File: src/rtl/colBurstPkg.sv
package colBurstPkg;
  localparam int COL_W = 8;

  typedef enum logic [1:0] {
    LEN_2    = 2'd0,
    LEN_4    = 2'd1,
    LEN_8    = 2'd2,
    LEN_PAGE = 2'd3
  } lenCodeT;

  typedef struct packed {
    logic load;
    logic advance;
  } pathCtlT;

  function automatic logic [COL_W-1:0] lenMask(input logic [1:0] code);
    logic [COL_W-1:0] m;
    case (lenCodeT'(code))
      LEN_2:   m = COL_W'(1);
      LEN_4:   m = COL_W'(3);
      LEN_8:   m = COL_W'(7);
      default: m = '1;
    endcase
    return m;
  endfunction
endpackage

File: src/rtl/burstCtl.sv
module burstCtl
  import colBurstPkg::*;
(
  input  logic       clk,
  input  logic       rstN,
  input  logic       start,
  input  logic [1:0] lenCode,
  input  logic       interleave,
  input  logic       startLsb,
  input  logic       atEnd,
  output pathCtlT    ctl,
  output logic       busy,
  output logic       cfgErr
);
  logic busyQ;
  logic errQ;
  logic accept;
  logic illegal;

  assign illegal = (lenCodeT'(lenCode) == LEN_PAGE) && (interleave || startLsb);
  assign accept  = start && !busyQ;

  always_comb begin
    ctl.load    = accept && !illegal;
    ctl.advance = busyQ && !atEnd;
  end

  always_ff @(posedge clk or negedge rstN) begin
    if (!rstN) begin
      busyQ <= 1'b0;
      errQ  <= 1'b0;
    end else begin
      errQ <= accept && illegal;
      if (ctl.load)
        busyQ <= 1'b1;
      else if (busyQ && atEnd)
        busyQ <= 1'b0;
    end
  end

  assign busy   = busyQ;
  assign cfgErr = errQ;

  // a refused request never produces addresses
  a_r7_err_silent: assert property (@(posedge clk) disable iff (!rstN)
    cfgErr |-> !busyQ);

  // the burst closes right after its last beat
  a_r5_end_after_last: assert property (@(posedge clk) disable iff (!rstN)
    (busyQ && atEnd) |=> !busyQ);

  // a request during a running burst is not taken
  a_r8_busy_ignores_start: assert property (@(posedge clk) disable iff (!rstN)
    (busyQ && start && !atEnd) |=> (busyQ && !cfgErr));
endmodule

File: src/rtl/burstPath.sv
module burstPath
  import colBurstPkg::*;
#(
  parameter int AW = COL_W
) (
  input  logic          clk,
  input  logic          rstN,
  input  pathCtlT       ctl,
  input  logic [AW-1:0] startCol,
  input  logic [1:0]    lenCode,
  input  logic          interleave,
  output logic [AW-1:0] colAddr,
  output logic          atEnd
);
  logic [AW-1:0] baseQ;
  logic [AW-1:0] idxQ;
  logic [AW-1:0] maskQ;
  logic          intlQ;
  logic [AW-1:0] seqLow;
  logic [AW-1:0] intlLow;

  always_ff @(posedge clk or negedge rstN) begin
    if (!rstN) begin
      baseQ <= '0;
      idxQ  <= '0;
      maskQ <= '0;
      intlQ <= 1'b0;
    end else if (ctl.load) begin
      baseQ <= startCol;
      idxQ  <= '0;
      maskQ <= AW'(lenMask(lenCode));
      intlQ <= interleave;
    end else if (ctl.advance) begin
      idxQ <= idxQ + AW'(1);
    end
  end

  always_comb begin
    seqLow  = (baseQ + idxQ) & maskQ;
    intlLow = (baseQ ^ idxQ) & maskQ;
    colAddr = (baseQ & ~maskQ) | (intlQ ? intlLow : seqLow);
  end

  assign atEnd = (idxQ == maskQ);

  // sequential beats step by one, wrapping inside the aligned block
  a_r3_seq_step: assert property (@(posedge clk) disable iff (!rstN)
    (ctl.advance && !intlQ) |=>
      (colAddr == ((($past(colAddr) + AW'(1)) & maskQ) | ($past(colAddr) & ~maskQ))));

  // upper bits are held through the burst
  a_r9_upper_held: assert property (@(posedge clk) disable iff (!rstN)
    ctl.advance |=> ((colAddr & ~maskQ) == ($past(colAddr) & ~maskQ)));
endmodule

File: src/rtl/colBurstGen.sv
module colBurstGen
  import colBurstPkg::*;
(
  input  logic             clk,
  input  logic             rstN,
  input  logic             start,
  input  logic [COL_W-1:0] startCol,
  input  logic [1:0]       lenCode,
  input  logic             interleave,
  output logic [COL_W-1:0] colAddr,
  output logic             colValid,
  output logic             colLast,
  output logic             cfgErr
);
  pathCtlT ctl;
  logic    atEnd;
  logic    busy;

  burstCtl u_ctl (
    .clk        (clk),
    .rstN       (rstN),
    .start      (start),
    .lenCode    (lenCode),
    .interleave (interleave),
    .startLsb   (startCol[0]),
    .atEnd      (atEnd),
    .ctl        (ctl),
    .busy       (busy),
    .cfgErr     (cfgErr)
  );

  burstPath #(.AW(COL_W)) u_path (
    .clk        (clk),
    .rstN       (rstN),
    .ctl        (ctl),
    .startCol   (startCol),
    .lenCode    (lenCode),
    .interleave (interleave),
    .colAddr    (colAddr),
    .atEnd      (atEnd)
  );

  assign colValid = busy;
  assign colLast  = busy && atEnd;
endmodule

File: config.mk
export PLATFORM = sky130hd
export DESIGN_NAME = colBurstGen
export DESIGN_NICKNAME = d
export VERILOG_FILES = /design/src/rtl/colBurstPkg.sv /design/src/rtl/burstCtl.sv /design/src/rtl/burstPath.sv /design/src/rtl/colBurstGen.sv
export SDC_FILE = /design/constraint.sdc
export NUM_CORES = 1
export LEC_CHECK = 0
export BUFFER_PORTS_ARGS = -buffer_cell sky130_fd_sc_hd__buf_2
export CAP_MARGIN = 20
export CORE_ASPECT_RATIO = 0.5
export CORE_MARGIN = 5
export CORE_UTILIZATION = 55
export CTS_CLUSTER_DIAMETER = 60
export DETAILED_ROUTE_END_ITERATION = 10
export PLACE_DENSITY = 0.78
export SKIP_LAST_GASP = 1
export SYNTH_ARGS = -nofsm -noshare
export SYNTH_HDL_FRONTEND = slang
export SYNTH_SLANG_ARGS = --single-unit
File: constraint.sdc
create_clock -name clk -period 2.75 [get_ports clk]
set_clock_uncertainty 0.05 [all_clocks]
set_input_delay 0.275 -clock clk [delete_from_list [all_inputs] [get_ports clk]]
set_output_delay 0.275 -clock clk [all_outputs]
set_load 0.005 [all_outputs]
==> impl_metrics.json, run 1 <==
{
  "synth_fp_nets": 192,
  "dp_hpwl_um": 2390,
  "overflow": 0,
  "routed_via_density": 5.424,
  "drt-pass1-iter-count": 4,
  "status": "finished, final reports clean",
  "postRouteAntennaNets": 0,
  "synth_ff_type": "dfrtp_1",
  "dp_cells": 225,
  "maxCapViolCount": 0,
  "fin_tns_setup_ns": 0,
  "rows": 13,
  "setup_ws_ns": 0.2036,
  "die_area_sq_um": 3908,
  "vias": 1253,
  "synth_area_leaders": "dfrtp_1, nand2_1, ha_1",
  "dpl_worst_slack_ns": 0.4688,
  "seq_area_frac_synth": 0.3869,
  "antennaDiodeCount": 0,
  "fin_nets": 218,
  "gp_congestion": 0.8238,
  "totalWireLength_um": 3197,
  "area_delta_synth_final_pct": 14.97,
  "arrival_ns": 2.22,
  "cp-start-kind": "flip-flop",
  "synth_edf_count": 0,
  "hp-class": "input port to flip-flop",
  "required_ns": 2.42,
  "synth_seq_cells": 23,
  "worst_slew_pin_slew_ns": 0.6798,
  "final_cell_count_no_fill": 231,
  "slew_headroom": 0.5456,
  "numCtsBuffers": 3,
  "synth_area_leader_cell": "dfrtp_1",
  "p_per_area_nw_per_um2": 1126,
  "drc_errors": 0,
  "wire_per_inst_um": 13.84,
  "io_buffers": 24,
  "grt_antenna_before_repair": 0,
  "worstSetupPathType": "flip-flop to output port",
  "power.leakage_uw": 0.0008754,
  "first_iter_violations": 88,
  "finalCritPeriodShare": 0.9260,
  "crit_path_end_kind": "output port",
  "clkLatencyLatePin_ns": 0.28,
  "cts.sinks": 23,
  "grt_pass1_wl_um": 5754,
  "synth_cell_type_count": 39,
  "fin_util": 0.6613,
  "cts_tree": "built",
  "ir_drop_mv": 0.5034,
  "rsz0062_at_grt": "no",
  "slew_violations": 0,
  "start_util": 0.5752,
  "fillers": 217,
  "cts-root-buf": "clkbuf_8",
  "synthCells": 169,
  "dieWidth_um": 83.55,
  "grt_start_max_net_pins": 24,
  "fin_crit_ns": 2.546,
  "cts_buffer_depth": 2,
  "groute.usage.overall": 0.1892,
  "path_cells": "ha_1, inv_1, fa_1, nor2b_1, o21ai_1, a21boi_1, o21ai_0, a211o_1, buf_2",
  "netlist_area_sq_um": 1488,
  "ios": 25,
  "core-area_sq_um": 2586,
  "clock.fmax_ghz": 0.3927,
  "path_max_fanout": 3,
  "ys_warn_count": 0,
  "drive_gt1_frac": 0.1804,
  "synthArstFlopShare": 1.000,
  "grt_pass1_vias": 1250,
  "die_h_um": 46.78,
  "htree_levels": 1,
  "finalSetupViolations": 0,
  "critPathSlowestCell": "dfrtp_1",
  "hold_viol_final": 0,
  "max_stage_delay_ns": 0.39,
  "synth_top_area_frac": 0.3869,
  "path_clk_slew_ns": 0.09,
  "avgSynthCellArea_sq_um": 8.803
}
==> report_power, final <==
part | switching (uW) | total [uW] | internal [uW]
Combinational | 546 | 1050 | 506
Clock | 120 | 222 | 103
Sequential | 185 | 652 | 467
==> area by class of cell <==
cell class / instances / area [sq um] / share of cell area
multi-input combinational: 134 / 875.8 / 0.5121
sequential: 23 / 575.6 / 0.3365
timing repair buffer: 26 / 137.6 / 0.08047
tap: 37 / 46.29 / 0.02707
clock buffer: 3 / 41.29 / 0.02414
inverter: 7 / 26.28 / 0.01536
clock inverter: 1 / 7.507 / 0.004389
==> repair_timing <==
item / CTS / global route
hold buffers: 1 / 0
gates resized for setup: 0 / 1
endpoints found under the hold margin: 23 / 0
buffers inserted: 0 / 1
endpoints found under the setup margin: 0 / 2
==> logic make-up (layout without fill, tap and decap cells) <==
logic type,after synthesis,in the layout,share of synthesized area
buffers and inverters,12,37,0.03280
AND/OR/NAND/NOR,75,75,0.2414
AO/OA/AOI/OAI,32,32,0.1464
multiplexers,6,6,0.04121
XOR/XNOR,12,12,0.07065
flip-flops,23,23,0.3869
adder cells (fa/ha/maj),9,9,0.08074
==> cell usage after synthesis (all sizes together), types with 2 or more instances <==
cell type,number
nand2,42
dfrtp,23
nor2,12
a21oi,11
ha,8
o21ai,8
xnor2,8
inv,7
mux2i,5
and3,4
buf,4
xor2,4
nand4,3
nor4,3
a211o,2
a21o,2
a22o,2
nand2b,2
nand3,2
nor3b,2
==> critical path: cells and delay by family (launching register included) <==
kind	cells	cell delay, ns
adder cells (fa/ha/maj)	2	0.59
flip-flops	1	0.39
buffers and inverters	2	0.18
AO/OA/AOI/OAI	4	0.64
AND/OR/NAND/NOR	1	0.13
==> final timing paths <==
| kind | from | endpoint | slack, ns | depth (start not counted) |
|---|---|---|---|---|
| max | u_path.baseQ[0]$_DFFE_PN0P_ | colAddr[6] | 0.20 | 9 |
| min | startCol[2] | u_path.baseQ[2]$_DFFE_PN0P_ | 0.13 | 3 |
| max reg2reg | u_path.maskQ[6]$_DFFE_PN0P_ | u_path.idxQ[7]$_DFFE_PN0P_ | 0.86 | 5 |
| min reg2reg | u_ctl.busy$_DFFE_PN0P_ | u_ctl.cfgErr$_DFF_PN0_ | 0.45 | 1 |
| max in group asynchronous | rstN | u_path.idxQ[7]$_DFFE_PN0P_ | 1.83 | 2 |
| min in group asynchronous | rstN | u_path.baseQ[2]$_DFFE_PN0P_ | 0.46 | 2 |
==> sequential cells by signal (all words and copies together) (netlist names) <==
| register | cells |
|---|---|
| u_path.maskQ | 4 |
| u_path.idxQ | 8 |
| u_path.intlQ | 1 |
| u_ctl.busy | 1 |
| u_ctl.cfgErr | 1 |
| u_path.baseQ | 8 |
==> metrics by stage <==
stage	cell area [sq um]	hold slack [ns]	power (uW)
3_3_place_gp	1632	0.2314	1633
4_1_cts	1690	0.1326	1907
6_report	1710	0.1330	1926
5_1_grt	1710	0.1335	2115
3_5_place_dp	1632	0.2359	1676
2_1_floorplan	1488	-0.07059	1384
==> routing by layer <==
layer  up-vias  share of wire  global-route usage
met5         -              0                   0
met4         0         0.0031             0.04487
met3         3          0.051             0.05954
met2        30           0.47              0.3296
met1       585           0.47              0.2408
li1        635              -                   -
==> cells in the final DEF (no fill, tap or decap), types with 3 or more instances in the layout <==
master / synthesis / final
xor2_1: 4 / 4
o21ai_0: 4 / 4
nand4_1: 3 / 3
inv_1: 7 / 7
nand2_1: 42 / 42
ha_1: 8 / 7
nor2_1: 12 / 12
and3_1: 4 / 4
a21oi_1: 10 / 10
xnor2_1: 8 / 8
clkbuf_8: 0 / 3
o21ai_1: 4 / 4
dfrtp_1: 23 / 23
buf_2: 3 / 24
mux2i_1: 5 / 5
Power figures use the tool's default switching activity.
==> run 2, diff against run 1 <==
==> constraint.sdc (replaced) <==
create_clock -name clk -period 2.8 [get_ports clk]
set_clock_uncertainty 0.05 [all_clocks]
set_input_delay 0.28 -clock clk [delete_from_list [all_inputs] [get_ports clk]]
set_output_delay 0.28 -clock clk [all_outputs]
set_load 0.005 [all_outputs]
==> impl_metrics.json, run 2 (synthesis results as in run 1) <==
{
  "overflow": 0,
  "finalCritPeriodShare": 0.9369,
  "grt_pass1_vias": 1250,
  "cts.sinks": 23,
  "hp-class": "input port to flip-flop",
  "dp_hpwl_um": 2390,
  "grt_start_max_net_pins": 24,
  "vias": 1249,
  "clock.fmax_ghz": 0.3812,
  "dieWidth_um": 83.55,
  "required_ns": 2.47,
  "rsz0062_at_grt": "no",
  "antennaDiodeCount": 0,
  "io_buffers": 24,
  "drive_gt1_frac": 0.1710,
  "reg.largest.list": "u_path.baseQ x8, u_path.idxQ x8, u_path.maskQ x4",
  "postRouteAntennaNets": 0,
  "numCtsBuffers": 3,
  "slew_headroom": 0.5410,
  "ios": 25,
  "core-area_sq_um": 2586,
  "fillers": 221,
  "arrival_ns": 2.29,
  "crit_path_end_kind": "output port",
  "drc_errors": 0,
  "wire_per_inst_um": 13.99,
  "status": "finished, final reports clean",
  "cts-root-buf": "clkbuf_8",
  "path_max_fanout": 5,
  "ir_drop_mv": 0.4941,
  "regArea_sq_um": 575.6,
  "path_clk_slew_ns": 0.09,
  "power.leakage_uw": 0.0008720,
  "fin_nets": 217,
  "start_util": 0.5752,
  "first_iter_violations": 77,
  "gp_congestion": 0.8237,
  "cp-start-kind": "flip-flop",
  "worst_slew_pin_slew_ns": 0.6866,
  "rows": 13,
  "multi_input_area_sq_um": 863.3,
  "placed_area_sq_um": 1632,
  "routed_via_density": 5.430,
  "final_cell_mix": "nand2_1, buf_2, dfrtp_1",
  "maxCapViolCount": 0,
  "p_per_area_nw_per_um2": 1102,
  "finalSetupViolations": 0,
  "layout_commonest_cell": "nand2_1",
  "htree_levels": 1,
  "grt_antenna_before_repair": 0,
  "fin_tns_setup_ns": 0,
  "cts_buffer_depth": 2,
  "hold_viol_final": 0,
  "worstSetupPathType": "flip-flop to output port",
  "reg2reg_from": "u_path.maskQ[6]$_DFFE_PN0P_",
  "fin_crit_ns": 2.623,
  "drt-pass1-iter-count": 4,
  "die_h_um": 46.78,
  "holdWs_ns": 0.1379,
  "groute.usage.overall": 0.1892,
  "grt_pass1_wl_um": 5754,
  "cts_tree": "built",
  "clkLatencyLatePin_ns": 0.28,
  "totalWireLength_um": 3217,
  "crit_start": "u_path.idxQ[0]$_DFFE_PN0P_",
  "area_delta_synth_final_pct": 13.62,
  "hp-start": "startCol[2]",
  "slew_violations": 0,
  "die_area_sq_um": 3908,
  "fin_area_sq_um": 1690
}
[run 2: cell count changes in the layout (fill, tap and decap cells not counted), sizes merged]
cell / delta
buf: -1
[run 2: repair_timing]
action,CTS,global route
hold buffers,1,0
gates resized for setup,0,0
buffers inserted,0,0
hold endpoints to repair,23,0
[run 2: through the flow]
step	std cells	total power, uW	setup WS, ns	utilization
global route	230	2044	0.005803	0.6536
CTS	230	1873	0.1899	0.6536
finish	230	1863	0.1768	0.6536
floorplan	169	1359	0.7598	-
detailed placement	225	1646	0.5138	0.6309
global placement	225	1604	0.5448	0.6309
[run 2: metal layers]
layer | vias to the layer above | track usage | share of wire
met5 | - | 0 | 0
met4 | 0 | 0.04487 | 0.0031
met3 | 3 | 0.05954 | 0.047
met2 | 24 | 0.3296 | 0.46
met1 | 592 | 0.2408 | 0.49
li1 | 630 | - | -
[run 2: worst paths after layout]
check / to / slack, ns / cells after the start
setup / recovery: colAddr[6] / 0.18 / 9
hold / removal: u_path.baseQ[2]$_DFFE_PN0P_ / 0.14 / 3
setup reg to reg: u_path.idxQ[7]$_DFFE_PN0P_ / 0.91 / 5
hold reg to reg: u_ctl.cfgErr$_DFF_PN0_ / 0.45 / 1
max in group asynchronous: u_path.idxQ[4]$_DFFE_PN0P_ / 1.88 / 2
min in group asynchronous: u_path.baseQ[2]$_DFFE_PN0P_ / 0.46 / 2
[run 2: cell type report]
| cell class | instances | share of cell area |
|---|---|---|
| multi-input cells | 134 | 0.5107 |
| clock inverters | 1 | 0.004441 |
| clock buffers | 3 | 0.02443 |
| well taps | 37 | 0.02739 |
| inverters | 7 | 0.01554 |
| flip-flops and latches | 23 | 0.3405 |
| repair buffers | 25 | 0.07698 |
[run 2: critical path: stages, from the launching register on]
cell	delay, ns
dfrtp_1	0.45
ha_1	0.22
inv_1	0.06
fa_1	0.39
nor2b_1	0.13
o21ai_1	0.09
a21boi_1	0.19
o21ai_0	0.10
a211o_1	0.26
buf_2	0.12
[run 2: report_power, final]
group          switching [uW]  internal (uW)  total [uW]
registers                 186            458         644
logic                     528            472        1000
clock network             119            101         220
total                     832           1030        1860
==> run 3, diff against run 2 <==
==> constraint.sdc (replaced) <==
create_clock -name clk -period 2.7 [get_ports clk]
set_clock_uncertainty 0.05 [all_clocks]
set_input_delay 0.27 -clock clk [delete_from_list [all_inputs] [get_ports clk]]
set_output_delay 0.27 -clock clk [all_outputs]
set_load 0.005 [all_outputs]
==> impl_metrics.json, run 3 (synthesis results as in run 1) <==
{
  "wl_met2_um": 1504,
  "fillers": 216,
  "power.leakage_uw": 0.0008705,
  "clock.fmax_ghz": 0.3934,
  "io_buffers": 24,
  "power_frac_comb": 0.546,
  "path_clk_slew_ns": 0.09,
  "die_h_um": 46.78,
  "htree_levels": 1,
  "overflow": 0,
  "postRouteAntennaNets": 0,
  "reg.largest.list": "u_path.baseQ x8, u_path.idxQ x8, u_path.maskQ x4",
  "regArea_sq_um": 575.6,
  "multi_input_area_sq_um": 880.8,
  "area_delta_synth_final_pct": 15.31,
  "fin_nets": 218,
  "fin_tns_setup_ns": 0,
  "p_sw_frac": 0.4422,
  "wire_per_inst_um": 13.85,
  "cts_tree": "built",
  "fin_util": 0.6633,
  "wl_met3_um": 140,
  "final_cell_mix": "nand2_1, buf_2, dfrtp_1",
  "path_max_fanout": 3,
  "drive_gt1_frac": 0.1856,
  "fin_crit_ns": 2.542,
  "grt_antenna_before_repair": 0,
  "ios": 25,
  "core-area_sq_um": 2586,
  "cts_buffer_depth": 2,
  "numCtsBuffers": 3,
  "worst_slew_pin_slew_ns": 0.6848,
  "antennaDiodeCount": 0,
  "gp_congestion": 0.8238,
  "wl_met1_um": 1549,
  "hp-class": "input port to flip-flop",
  "worstSetupPathType": "flip-flop to output port",
  "status": "finished, final reports clean",
  "cts.sinks": 23,
  "grt_start_max_net_pins": 24,
  "finalCritPeriodShare": 0.9415,
  "routed_via_density": 5.437,
  "cp-start-kind": "flip-flop",
  "slew_headroom": 0.5422,
  "finalSetupViolations": 0,
  "crit_path_end_kind": "output port",
  "p_switching_uw": 868.7,
  "p_int_uw": 1096,
  "required_ns": 2.38,
  "layout_commonest_cell": "nand2_1",
  "total_power_uw": 1965,
  "p_per_area_nw_per_um2": 1145,
  "drt-pass1-iter-count": 4,
  "dp_cells": 225,
  "final_cell_count_no_fill": 231,
  "dp_hpwl_um": 2390,
  "p_clk_frac": 0.116,
  "rows": 13,
  "clkLatencyLatePin_ns": 0.28,
  "routed.top_layer": "met4",
  "grt_pass1_vias": 1250,
  "first_iter_violations": 62,
  "hold_viol_final": 0,
  "drc_errors": 0,
  "totalWireLength_um": 3200,
  "dieWidth_um": 83.55,
  "arrival_ns": 2.22,
  "cts-root-buf": "clkbuf_8",
  "grt_pass1_wl_um": 5754,
  "ir_drop_mv": 0.5119,
  "groute.usage.overall": 0.1892,
  "die_area_sq_um": 3908,
  "rsz0062_at_grt": "yes",
  "p_seq_frac": 0.338,
  "maxCapViolCount": 0,
  "vias": 1256,
  "slew_violations": 0,
  "start_util": 0.5752
}
## run 3: changes by cell type in the layout (fill, tap and decap cells not counted), sizes merged
cell | before | now
buf | 24 | 25
## run 3: path summary, 6_finish.rpt
check | start | endpoint | slack [ns] | cells after the start
worst min-delay path | startCol[2] | u_path.baseQ[2]$_DFFE_PN0P_ | 0.13 | 3
max in group asynchronous | rstN | u_path.idxQ[7]$_DFFE_PN0P_ | 1.79 | 2
worst max register to register | u_path.maskQ[6]$_DFFE_PN0P_ | u_path.idxQ[7]$_DFFE_PN0P_ | 0.80 | 5
worst min register to register | u_ctl.busy$_DFFE_PN0P_ | u_ctl.cfgErr$_DFF_PN0_ | 0.45 | 1
min in group asynchronous | rstN | u_path.baseQ[2]$_DFFE_PN0P_ | 0.45 | 2
worst max-delay path | u_path.baseQ[0]$_DFFE_PN0P_ | colAddr[6] | 0.16 | 9
## run 3: power by group through the flow
stage | clock network [uW] | registers (uW) | logic, uW
2_1_floorplan | 0 | 598 | 812
3_3_place_gp | 0 | 662 | 1000
3_5_place_dp | 0 | 672 | 1030
4_1_cts | 233 | 664 | 1050
5_1_grt | 248 | 690 | 1220
6_report | 228 | 664 | 1070
## run 3: repair_timing
item	in CTS	in global routing
setup buffers	0	1
endpoints found under the hold margin	23	0
endpoints found under the setup margin	0	2
gates resized for setup	0	2
hold buffers	1	0
## run 3: cell type report
type,count,share of cell area
clock buffer,3,0.02407
timing repair buffer,26,0.08023
multi-input combinational,134,0.5135
inverter,7,0.01532
sequential,23,0.3355
clock inverter,1,0.004376
tap,37,0.02699
## run 3: critical path, stage by stage, from the launching register on
cell      delay (ns)
dfrtp_1         0.39
ha_1            0.20
inv_1           0.06
fa_1            0.39
nor2b_1         0.13
o21ai_1         0.09
a21boi_1        0.20
o21ai_0         0.10
a211o_1         0.26
buf_2           0.12
## run 3: layer usage
metal / GRT usage / vias up
li1: - / 634
met1: 0.2408 / 597
met2: 0.3296 / 23
met3: 0.05954 / 2
met4: 0.04487 / 0
met5: 0 / -
## run 3: per-stage QoR
stage	area (sq um)	setup slack, ns	hold slack (ns)
after floorplan	1488	0.6698	-0.07559
after global placement	1632	0.4548	0.2264
after detailed placement	1632	0.4238	0.2309
after CTS	1690	0.09995	0.1276
after global routing	1715	-0.007680	0.1285
final	1715	0.1578	0.1283
